--- src/rtl/bat_xl_pkg.sv ---
package bat_xl_pkg;
  localparam int AW       = 32;
  localparam int LOW_BITS = 17;
  localparam int MASK_W   = 11;
  localparam int ATTR_W   = 4;
  localparam int PROT_W   = 2;
  localparam int BASE_W   = AW - LOW_BITS;
  localparam int FIX_W    = BASE_W - MASK_W;

  typedef struct packed {
    logic [BASE_W-1:0] vbase;
    logic [MASK_W-1:0] len_mask;
    logic              sup_ok;
    logic              usr_ok;
    logic [BASE_W-1:0] pbase;
    logic [ATTR_W-1:0] attr;
    logic [PROT_W-1:0] prot;
  } bat_ent_t;
endpackage

--- src/rtl/bat_entry.sv ---
module bat_entry
  import bat_xl_pkg::*;
(
  input  logic              clk,
  input  logic              rst_n,
  input  logic              we,
  input  bat_ent_t          wdata,
  input  logic [AW-1:0]     ea,
  input  logic              user,
  output logic              hit,
  output logic [BASE_W-1:0] pa_hi,
  output logic [ATTR_W-1:0] attr,
  output logic [PROT_W-1:0] prot
);
  bat_ent_t          ent;
  logic [BASE_W-1:0] keep;
  logic [BASE_W-1:0] ea_hi;
  logic              mode_ok;

  always_ff @(posedge clk or negedge rst_n) begin
    if (!rst_n) ent <= '0;
    else if (we) ent <= wdata;
  end

  // keep = 1 where the address bit is compared and replaced by the physical base
  assign keep    = {{FIX_W{1'b1}}, ~ent.len_mask};
  assign ea_hi   = ea[AW-1:LOW_BITS];
  assign mode_ok = user ? ent.usr_ok : ent.sup_ok;
  assign hit     = mode_ok && (((ea_hi ^ ent.vbase) & keep) == '0);
  assign pa_hi   = (ent.pbase & keep) | (ea_hi & ~keep);
  assign attr    = ent.attr;
  assign prot    = ent.prot;
endmodule

--- src/rtl/bat_pick.sv ---
module bat_pick
  import bat_xl_pkg::*;
#(
  parameter int N_ENT = 4,
  localparam int IDX_W = (N_ENT > 1) ? $clog2(N_ENT) : 1
) (
  input  logic [N_ENT-1:0]             hit_vec,
  input  logic [N_ENT-1:0][BASE_W-1:0] pa_vec,
  input  logic [N_ENT-1:0][ATTR_W-1:0] attr_vec,
  input  logic [N_ENT-1:0][PROT_W-1:0] prot_vec,
  output logic                         any_hit,
  output logic [IDX_W-1:0]             win_idx,
  output logic [BASE_W-1:0]            win_pa,
  output logic [ATTR_W-1:0]            win_attr,
  output logic [PROT_W-1:0]            win_prot
);
  // Scan from the top down so the lowest matching index is the last to write
  always_comb begin
    any_hit  = 1'b0;
    win_idx  = '0;
    win_pa   = '0;
    win_attr = '0;
    win_prot = '0;
    for (int i = N_ENT - 1; i >= 0; i--) begin
      if (hit_vec[i]) begin
        any_hit  = 1'b1;
        win_idx  = IDX_W'(i);
        win_pa   = pa_vec[i];
        win_attr = attr_vec[i];
        win_prot = prot_vec[i];
      end
    end
  end
endmodule

--- src/rtl/bat_side.sv ---
module bat_side
  import bat_xl_pkg::*;
#(
  parameter int N_ENT = 4,
  localparam int IDX_W = (N_ENT > 1) ? $clog2(N_ENT) : 1
) (
  input  logic              clk,
  input  logic              rst_n,
  input  logic [N_ENT-1:0]  we_vec,
  input  bat_ent_t          wdata,
  input  logic              lk_valid,
  output logic              lk_ready,
  input  logic [AW-1:0]     lk_ea,
  input  logic              lk_user,
  output logic              rs_valid,
  input  logic              rs_ready,
  output logic              rs_hit,
  output logic [AW-1:0]     rs_pa,
  output logic [IDX_W-1:0]  rs_idx,
  output logic [ATTR_W-1:0] rs_attr,
  output logic [PROT_W-1:0] rs_prot
);
  logic [N_ENT-1:0]             hit_vec;
  logic [N_ENT-1:0][BASE_W-1:0] pa_vec;
  logic [N_ENT-1:0][ATTR_W-1:0] attr_vec;
  logic [N_ENT-1:0][PROT_W-1:0] prot_vec;
  logic                         any_hit;
  logic [IDX_W-1:0]             win_idx;
  logic [BASE_W-1:0]            win_pa;
  logic [ATTR_W-1:0]            win_attr;
  logic [PROT_W-1:0]            win_prot;
  logic                         accept;

  for (genvar e = 0; e < N_ENT; e++) begin : g_ent
    bat_entry u_ent (
      .clk   (clk),
      .rst_n (rst_n),
      .we    (we_vec[e]),
      .wdata (wdata),
      .ea    (lk_ea),
      .user  (lk_user),
      .hit   (hit_vec[e]),
      .pa_hi (pa_vec[e]),
      .attr  (attr_vec[e]),
      .prot  (prot_vec[e])
    );
  end

  bat_pick #(.N_ENT(N_ENT)) u_pick (
    .hit_vec  (hit_vec),
    .pa_vec   (pa_vec),
    .attr_vec (attr_vec),
    .prot_vec (prot_vec),
    .any_hit  (any_hit),
    .win_idx  (win_idx),
    .win_pa   (win_pa),
    .win_attr (win_attr),
    .win_prot (win_prot)
  );

  assign lk_ready = !rs_valid || rs_ready;
  assign accept   = lk_valid && lk_ready;

  always_ff @(posedge clk or negedge rst_n) begin
    if (!rst_n) begin
      rs_valid <= 1'b0;
      rs_hit   <= 1'b0;
      rs_pa    <= '0;
      rs_idx   <= '0;
      rs_attr  <= '0;
      rs_prot  <= '0;
    end else if (accept) begin
      rs_valid <= 1'b1;
      rs_hit   <= any_hit;
      rs_pa    <= any_hit ? {win_pa, lk_ea[LOW_BITS-1:0]} : '0;
      rs_idx   <= win_idx;
      rs_attr  <= win_attr;
      rs_prot  <= win_prot;
    end else if (rs_ready) begin
      rs_valid <= 1'b0;
    end
  end
endmodule

--- src/rtl/bat_xlate_unit.sv ---
module bat_xlate_unit
  import bat_xl_pkg::*;
#(
  parameter int N_ENT = 4,
  parameter int N_SIDE = 2,
  localparam int IDX_W = (N_ENT > 1) ? $clog2(N_ENT) : 1,
  localparam int SIDE_W = (N_SIDE > 1) ? $clog2(N_SIDE) : 1
) (
  input  logic                           clk,
  input  logic                           rst_n,
  input  logic                           wr_en,
  input  logic [SIDE_W-1:0]              wr_side,
  input  logic [IDX_W-1:0]               wr_idx,
  input  logic [BASE_W-1:0]              wr_vbase,
  input  logic [MASK_W-1:0]              wr_len_mask,
  input  logic                           wr_sup_ok,
  input  logic                           wr_usr_ok,
  input  logic [BASE_W-1:0]              wr_pbase,
  input  logic [ATTR_W-1:0]              wr_attr,
  input  logic [PROT_W-1:0]              wr_prot,
  input  logic [N_SIDE-1:0]              lk_valid,
  output logic [N_SIDE-1:0]              lk_ready,
  input  logic [N_SIDE-1:0][AW-1:0]      lk_ea,
  input  logic [N_SIDE-1:0]              lk_user,
  output logic [N_SIDE-1:0]              rs_valid,
  input  logic [N_SIDE-1:0]              rs_ready,
  output logic [N_SIDE-1:0]              rs_hit,
  output logic [N_SIDE-1:0][AW-1:0]      rs_pa,
  output logic [N_SIDE-1:0][IDX_W-1:0]   rs_idx,
  output logic [N_SIDE-1:0][ATTR_W-1:0]  rs_attr,
  output logic [N_SIDE-1:0][PROT_W-1:0]  rs_prot
);
  bat_ent_t wdata;

  assign wdata = '{vbase: wr_vbase, len_mask: wr_len_mask, sup_ok: wr_sup_ok,
                   usr_ok: wr_usr_ok, pbase: wr_pbase, attr: wr_attr, prot: wr_prot};

  for (genvar s = 0; s < N_SIDE; s++) begin : g_side
    logic [N_ENT-1:0] we_vec;
    for (genvar e = 0; e < N_ENT; e++) begin : g_we
      assign we_vec[e] = wr_en && (wr_side == SIDE_W'(s)) && (wr_idx == IDX_W'(e));
    end

    bat_side #(.N_ENT(N_ENT)) u_side (
      .clk      (clk),
      .rst_n    (rst_n),
      .we_vec   (we_vec),
      .wdata    (wdata),
      .lk_valid (lk_valid[s]),
      .lk_ready (lk_ready[s]),
      .lk_ea    (lk_ea[s]),
      .lk_user  (lk_user[s]),
      .rs_valid (rs_valid[s]),
      .rs_ready (rs_ready[s]),
      .rs_hit   (rs_hit[s]),
      .rs_pa    (rs_pa[s]),
      .rs_idx   (rs_idx[s]),
      .rs_attr  (rs_attr[s]),
      .rs_prot  (rs_prot[s])
    );
  end
endmodule

--- config.mk ---
export PLATFORM = sky130hd
export DESIGN_NAME = bat_xlate_unit
export DESIGN_NICKNAME = d
export VERILOG_FILES = /design/src/rtl/bat_xl_pkg.sv /design/src/rtl/bat_entry.sv /design/src/rtl/bat_pick.sv /design/src/rtl/bat_side.sv /design/src/rtl/bat_xlate_unit.sv
export SDC_FILE = /design/constraint.sdc
export NUM_CORES = 1
export LEC_CHECK = 0
export BUFFER_PORTS_ARGS = -buffer_cell sky130_fd_sc_hd__buf_2
export CAP_MARGIN = 25
export CORE_MARGIN = 2
export CORE_UTILIZATION = 43
export CTS_BUF_LIST = sky130_fd_sc_hd__clkbuf_4 sky130_fd_sc_hd__clkbuf_8 sky130_fd_sc_hd__clkbuf_16
export DETAILED_ROUTE_END_ITERATION = 7
export PLACE_DENSITY_LB_ADDON = 0.25
export SYNTH_ARGS = -nofsm -noshare
export SYNTH_HDL_FRONTEND = slang
export SYNTH_SLANG_ARGS = --single-unit
--- constraint.sdc ---
create_clock -name clk -period 2 [get_ports clk]
set_input_delay 0.1 -clock clk [delete_from_list [all_inputs] [get_ports clk]]
set_output_delay 0.1 -clock clk [all_outputs]
set_load 0.01 [all_outputs]
==> summary.md <==
| Metric | Value |
|---|---|
| Routed via count | `15,200` |
| Total Neg Setup Slack | `-15.61 ns` |
| Clock latency on the worst-skew pair | `0.61 ns` |
| Net count after synthesis | `1,743` |
| Distinct cell type count after synthesis | `54` |
| Buffers from clock root to sink, at most | `3` |
| PnR worst setup slack | `-0.348 ns` |
| Placeable core area | `49,100 um2` |
| Violations in the final reports | `negative setup slack` |
| Post-synthesis simple-gate area fraction | `4.17%` |
| Tightest Pin Transition | `0.763 ns` |
| Post-synthesis cell type with the largest combined area | `sky130_fd_sc_hd__dfrtp_1` |
| Final-report max-slew violation count | `0` |
| Number of placement rows | `81` |
| Global-route wire length before repair | `95,200 um` |
| Final net count | `2,222` |
| Vertical extent of the die | `227 um` |
| Cell at the root of the clock tree | `sky130_fd_sc_hd__clkbuf_16` |
| Number of instances in the synthesized netlist | `1,618` |
| Post-Route Utilization | `58.7%` |
| Total design power | `29.1 mW` |
| DRC errors left | `0` |
| Run status | `complete, but fails checks` |
| Portion of the clock cycle consumed by the worst path in the final layout | `117%` |
| Overall routing resource usage | `24.3%` |
| Crit start category | `flop` |
| Worst-path cell chain | `xnor2_2 -> o22ai_1 -> or4_4 -> o211ai_1 -> buf_4 -> o221ai_2 -> a31oi_1 -> o21ai_1` |
| Critical path's slowest cell | `sky130_fd_sc_hd__or4_4` |
| Arrival time of the worst setup path | `2.84 ns` |
| R2R setup slack | `-0.35 ns` |
| Post-synthesis compound-gate area fraction | `7.83%` |
| Synth-to-layout area growth | `34.3%` |
| Total count of hold-check failures in the final report | `0` |
| Main combinational cell family by area after synthesis | `multiplexers` |
| Inst Count DP | `2,591` |
| Number of iterations in the first detailed-routing pass | `5` |
| Prevailing post-synth register cell | `sky130_fd_sc_hd__dfrtp_1` |
| Adder-Cell Fraction of Synth Area | `0%` |
| Slew margin rel. | `49.1%` |
| Routed length per instance | `22.4 um` |
| Critical path fanouts, max | `6` |
| Routability cong. | `0.817` |
| Number of max-cap violations | `0` |
| Mux cell area share after synthesis | `25.1%` |
| Leading post-synthesis cells by cell area | `sky130_fd_sc_hd__dfrtp_1 (56%), sky130_fd_sc_hd__mux2_2 (21%), sky130_fd_sc_hd__xnor2_1 (4.6%)` |
| Antenna violations before repair | `6` |
| Number of cells in the finished layout apart from fillers | `2,808` |
| TritonCTS Sinks | `476` |
| Detailed Route WL | `62,900 um` |
| Total congestion overflow after global routing | `0` |
| Nature of the critical path endpoint | `flop` |
| Die outline width | `227 um` |
| Clock-pin slew reported for the worst setup and hold paths after clock tree synthesis | `0.06 ns` |
| Number of global-route vias before repair | `15,900` |
| Share of the yosys chip area belonging to registers | `55.5%` |
| Effective utilization at floorplan | `43.7%` |
| TritonCTS buffer count | `53` |
| Cell Area, Placed | `24,700 um2` |
| Path category of the worst min-delay check | `primary input to asynchronous set/reset pin` |
| Share of the synthesized netlist area taken by xor and xnor gates | `4.90%` |
| Power density cells | `1010 nW/um2` |
| Count of routing violations after the opening detailed-route iteration | `818` |
| Post-layout instance area | `28,800 um2` |
| Crit-path max cell delay | `0.56 ns` |
| Number of H-tree branching levels | `2` |
| Fraction of final layout cells sized beyond drive strength 1 | `50.7%` |
| Area share of the largest cell type after synthesis | `55.5%` |
| Buffering stage count on the worst path with inverters included | `1` |
| Buffers added on ports | `210` |
| Async set-reset flop share out of synthesis | `100%` |
| Post-synthesis average cell area | `13.3 um2` |
| Start-to-end type of the worst setup path | `flop to flop` |
| Unrepaired setup endpoints after global routing | `true` |
| Ports placed on the boundary | `211` |
| Data required time at the worst endpoint | `2.49 ns` |
| Detailed Place HPWL | `42,300 um` |
| Post-detailed-route via-to-cell ratio | `5.41` |
| Number of flops mapped to enable cells by yosys | `0` |
| Number of antenna-violating nets in the routed design | `0` |
| Synth Register Bits | `476` |
| Clock tree from TritonCTS | `done` |
| Achievable Freq | `426 MHz` |
| Die area | `51,700 um2` |
| Maximum number of pins on one net before global-route repair | `75` |
| Post-synthesis instance area | `21,500 um2` |
| Clock period minus final worst setup slack | `2.35 ns` |
| Count of yosys warnings during synthesis | `0` |
| Largest voltage drop on the vdd net | `0.000670 V` |
| Worst setup skew after layout | `0.0209 ns` |
| Setup violation total in the final timing report | `79` |
| Top cell family by delay on the critical path | `compound AO/OA/AOI/OAI gates` |
| Leakage power summed over all cells | `12.9 nW` |
metal layers:
| metal | track usage [%] | share of wire, % | vias to the layer above |
|---|---|---|---|
| met4 | 7.65 | 2.4 | 6 |
| met5 | 0 | 0.059 | - |
| li1 | - | - | 6860 |
| met1 | 32.4 | 44 | 7904 |
| met2 | 41.0 | 49 | 337 |
| met3 | 3.70 | 4.2 | 88 |
synthesized netlist by cell type (4+ instances only):
| library cell | count |
|---|---|
| sky130_fd_sc_hd__dfrtp_1 | 476 |
| sky130_fd_sc_hd__mux2_2 | 394 |
| sky130_fd_sc_hd__xnor2_1 | 113 |
| sky130_fd_sc_hd__nand2_1 | 95 |
| sky130_fd_sc_hd__mux2i_1 | 93 |
| sky130_fd_sc_hd__o22ai_1 | 44 |
| sky130_fd_sc_hd__a22o_1 | 41 |
| sky130_fd_sc_hd__clkbuf_1 | 38 |
| sky130_fd_sc_hd__nor2_1 | 35 |
| sky130_fd_sc_hd__buf_2 | 32 |
| sky130_fd_sc_hd__o221ai_1 | 29 |
| sky130_fd_sc_hd__o21ai_1 | 25 |
| sky130_fd_sc_hd__buf_1 | 23 |
| sky130_fd_sc_hd__a31oi_1 | 22 |
| sky130_fd_sc_hd__a21oi_1 | 17 |
| sky130_fd_sc_hd__buf_4 | 14 |
| sky130_fd_sc_hd__o211ai_1 | 13 |
| sky130_fd_sc_hd__nand3_1 | 9 |
| sky130_fd_sc_hd__nor3_1 | 8 |
| sky130_fd_sc_hd__nor4_1 | 7 |
| sky130_fd_sc_hd__xor2_1 | 7 |
| sky130_fd_sc_hd__a22oi_1 | 6 |
| sky130_fd_sc_hd__a2bb2oi_1 | 6 |
| sky130_fd_sc_hd__o21ai_0 | 6 |
| sky130_fd_sc_hd__or3_1 | 6 |
| sky130_fd_sc_hd__and3_1 | 5 |
| sky130_fd_sc_hd__nand2b_1 | 5 |
| sky130_fd_sc_hd__and2_1 | 4 |
| sky130_fd_sc_hd__o31ai_1 | 4 |
state kept, by name (all words and copies together), names as in the netlist, 4 cells and up:
name                            cells
g_side.u_side.g_ent.u_ent.attr     32
g_side.u_side.g_ent.u_ent.ent     344
g_side.u_side.g_ent.u_ent.prot     16
g_side.u_side.rs_attr               8
g_side.u_side.rs_idx                4
g_side.u_side.rs_pa                64
g_side.u_side.rs_prot               4
layout by cell type, fill, tap and decap left out, drive strengths merged, types with 7 or more instances in the layout:
cell / Yosys / final
dfrtp: 476 / 476
xor2: 7 / 7
nand3: 10 / 10
o211ai: 13 / 13
clkinv: 0 / 12
bufinv: 0 / 7
nand2: 95 / 95
buf: 72 / 444
xnor2: 113 / 113
dlygate4sd3: 0 / 88
nor3: 8 / 8
nor4: 10 / 10
a31oi: 23 / 23
mux2i: 93 / 93
nor2: 35 / 35
o21ai: 31 / 31
mux2: 395 / 395
a22o: 41 / 41
o221ai: 29 / 29
o22ai: 44 / 44
a21oi: 17 / 17
clkbuf: 38 / 77
what timing repair did:
item	4_1_cts	5_1_grt
setup endpoints to repair	81	82
resized for setup	127	72
pin swaps	63	62
endpoints found under the hold margin	808	0
hold buffers	88	0
cloned	5	2
buffers inserted	25	10
metrics by stage:
stage | hold slack, ns | setup slack [ns]
global route | 0.0349 | -0.419
global placement | 0.0629 | -0.464
CTS | 0.0147 | -0.345
detailed placement | 0.0661 | -0.446
floorplan | -0.196 | -0.0695
finish | 0.00716 | -0.348
path summary, 6_finish.rpt:
check                                                                    startpoint                                                   to  cells past startpoint
worst max-delay path            g_side[0].u_side.g_ent[2].u_ent.ent[38]$_DFFE_PN0P_               g_side[0].u_side.rs_pa[27]$_DFFE_PN0P_                      8
worst min-delay path                                                          rst_n                g_side[1].u_side.rs_pa[9]$_DFFE_PN0P_                      2
worst max register to register  g_side[0].u_side.g_ent[2].u_ent.ent[38]$_DFFE_PN0P_               g_side[0].u_side.rs_pa[27]$_DFFE_PN0P_                      8
worst min register to register               g_side[0].u_side.rs_pa[25]$_DFFE_PN0P_               g_side[0].u_side.rs_pa[25]$_DFFE_PN0P_                      2
max in group asynchronous                                                     rst_n  g_side[0].u_side.g_ent[1].u_ent.ent[41]$_DFFE_PN0P_                      4
min in group clk                                                          lk_ea[24]               g_side[0].u_side.rs_pa[24]$_DFFE_PN0P_                      5
cell families after synthesis:
logic type             Yosys count
AO/OA/AOI/OAI                  231
XOR/XNOR                       120
buffers and inverters          113
flip-flops                     476
multiplexers                   488
AND/OR/NAND/NOR                190
report_power, final:
group	internal, mW	total, mW	switching (mW)
registers	11.4	12.6	1.22
clock network	6.43	10.5	4.05
logic	3.44	6.01	2.58
total	21.3	29.1	7.85
final cells by class:
cell class                 instances  area, um2
inverter                           3       11.3
clock inverter                    23        323
sequential                       476      11900
tap                              664        831
timing repair buffer             533       4180
clock buffer                      76       1590
antenna                            3       7.51
fill                            4004      20200
multi-input combinational       1030       9960
No activity file was read; power rests on OpenSTA's default activity.
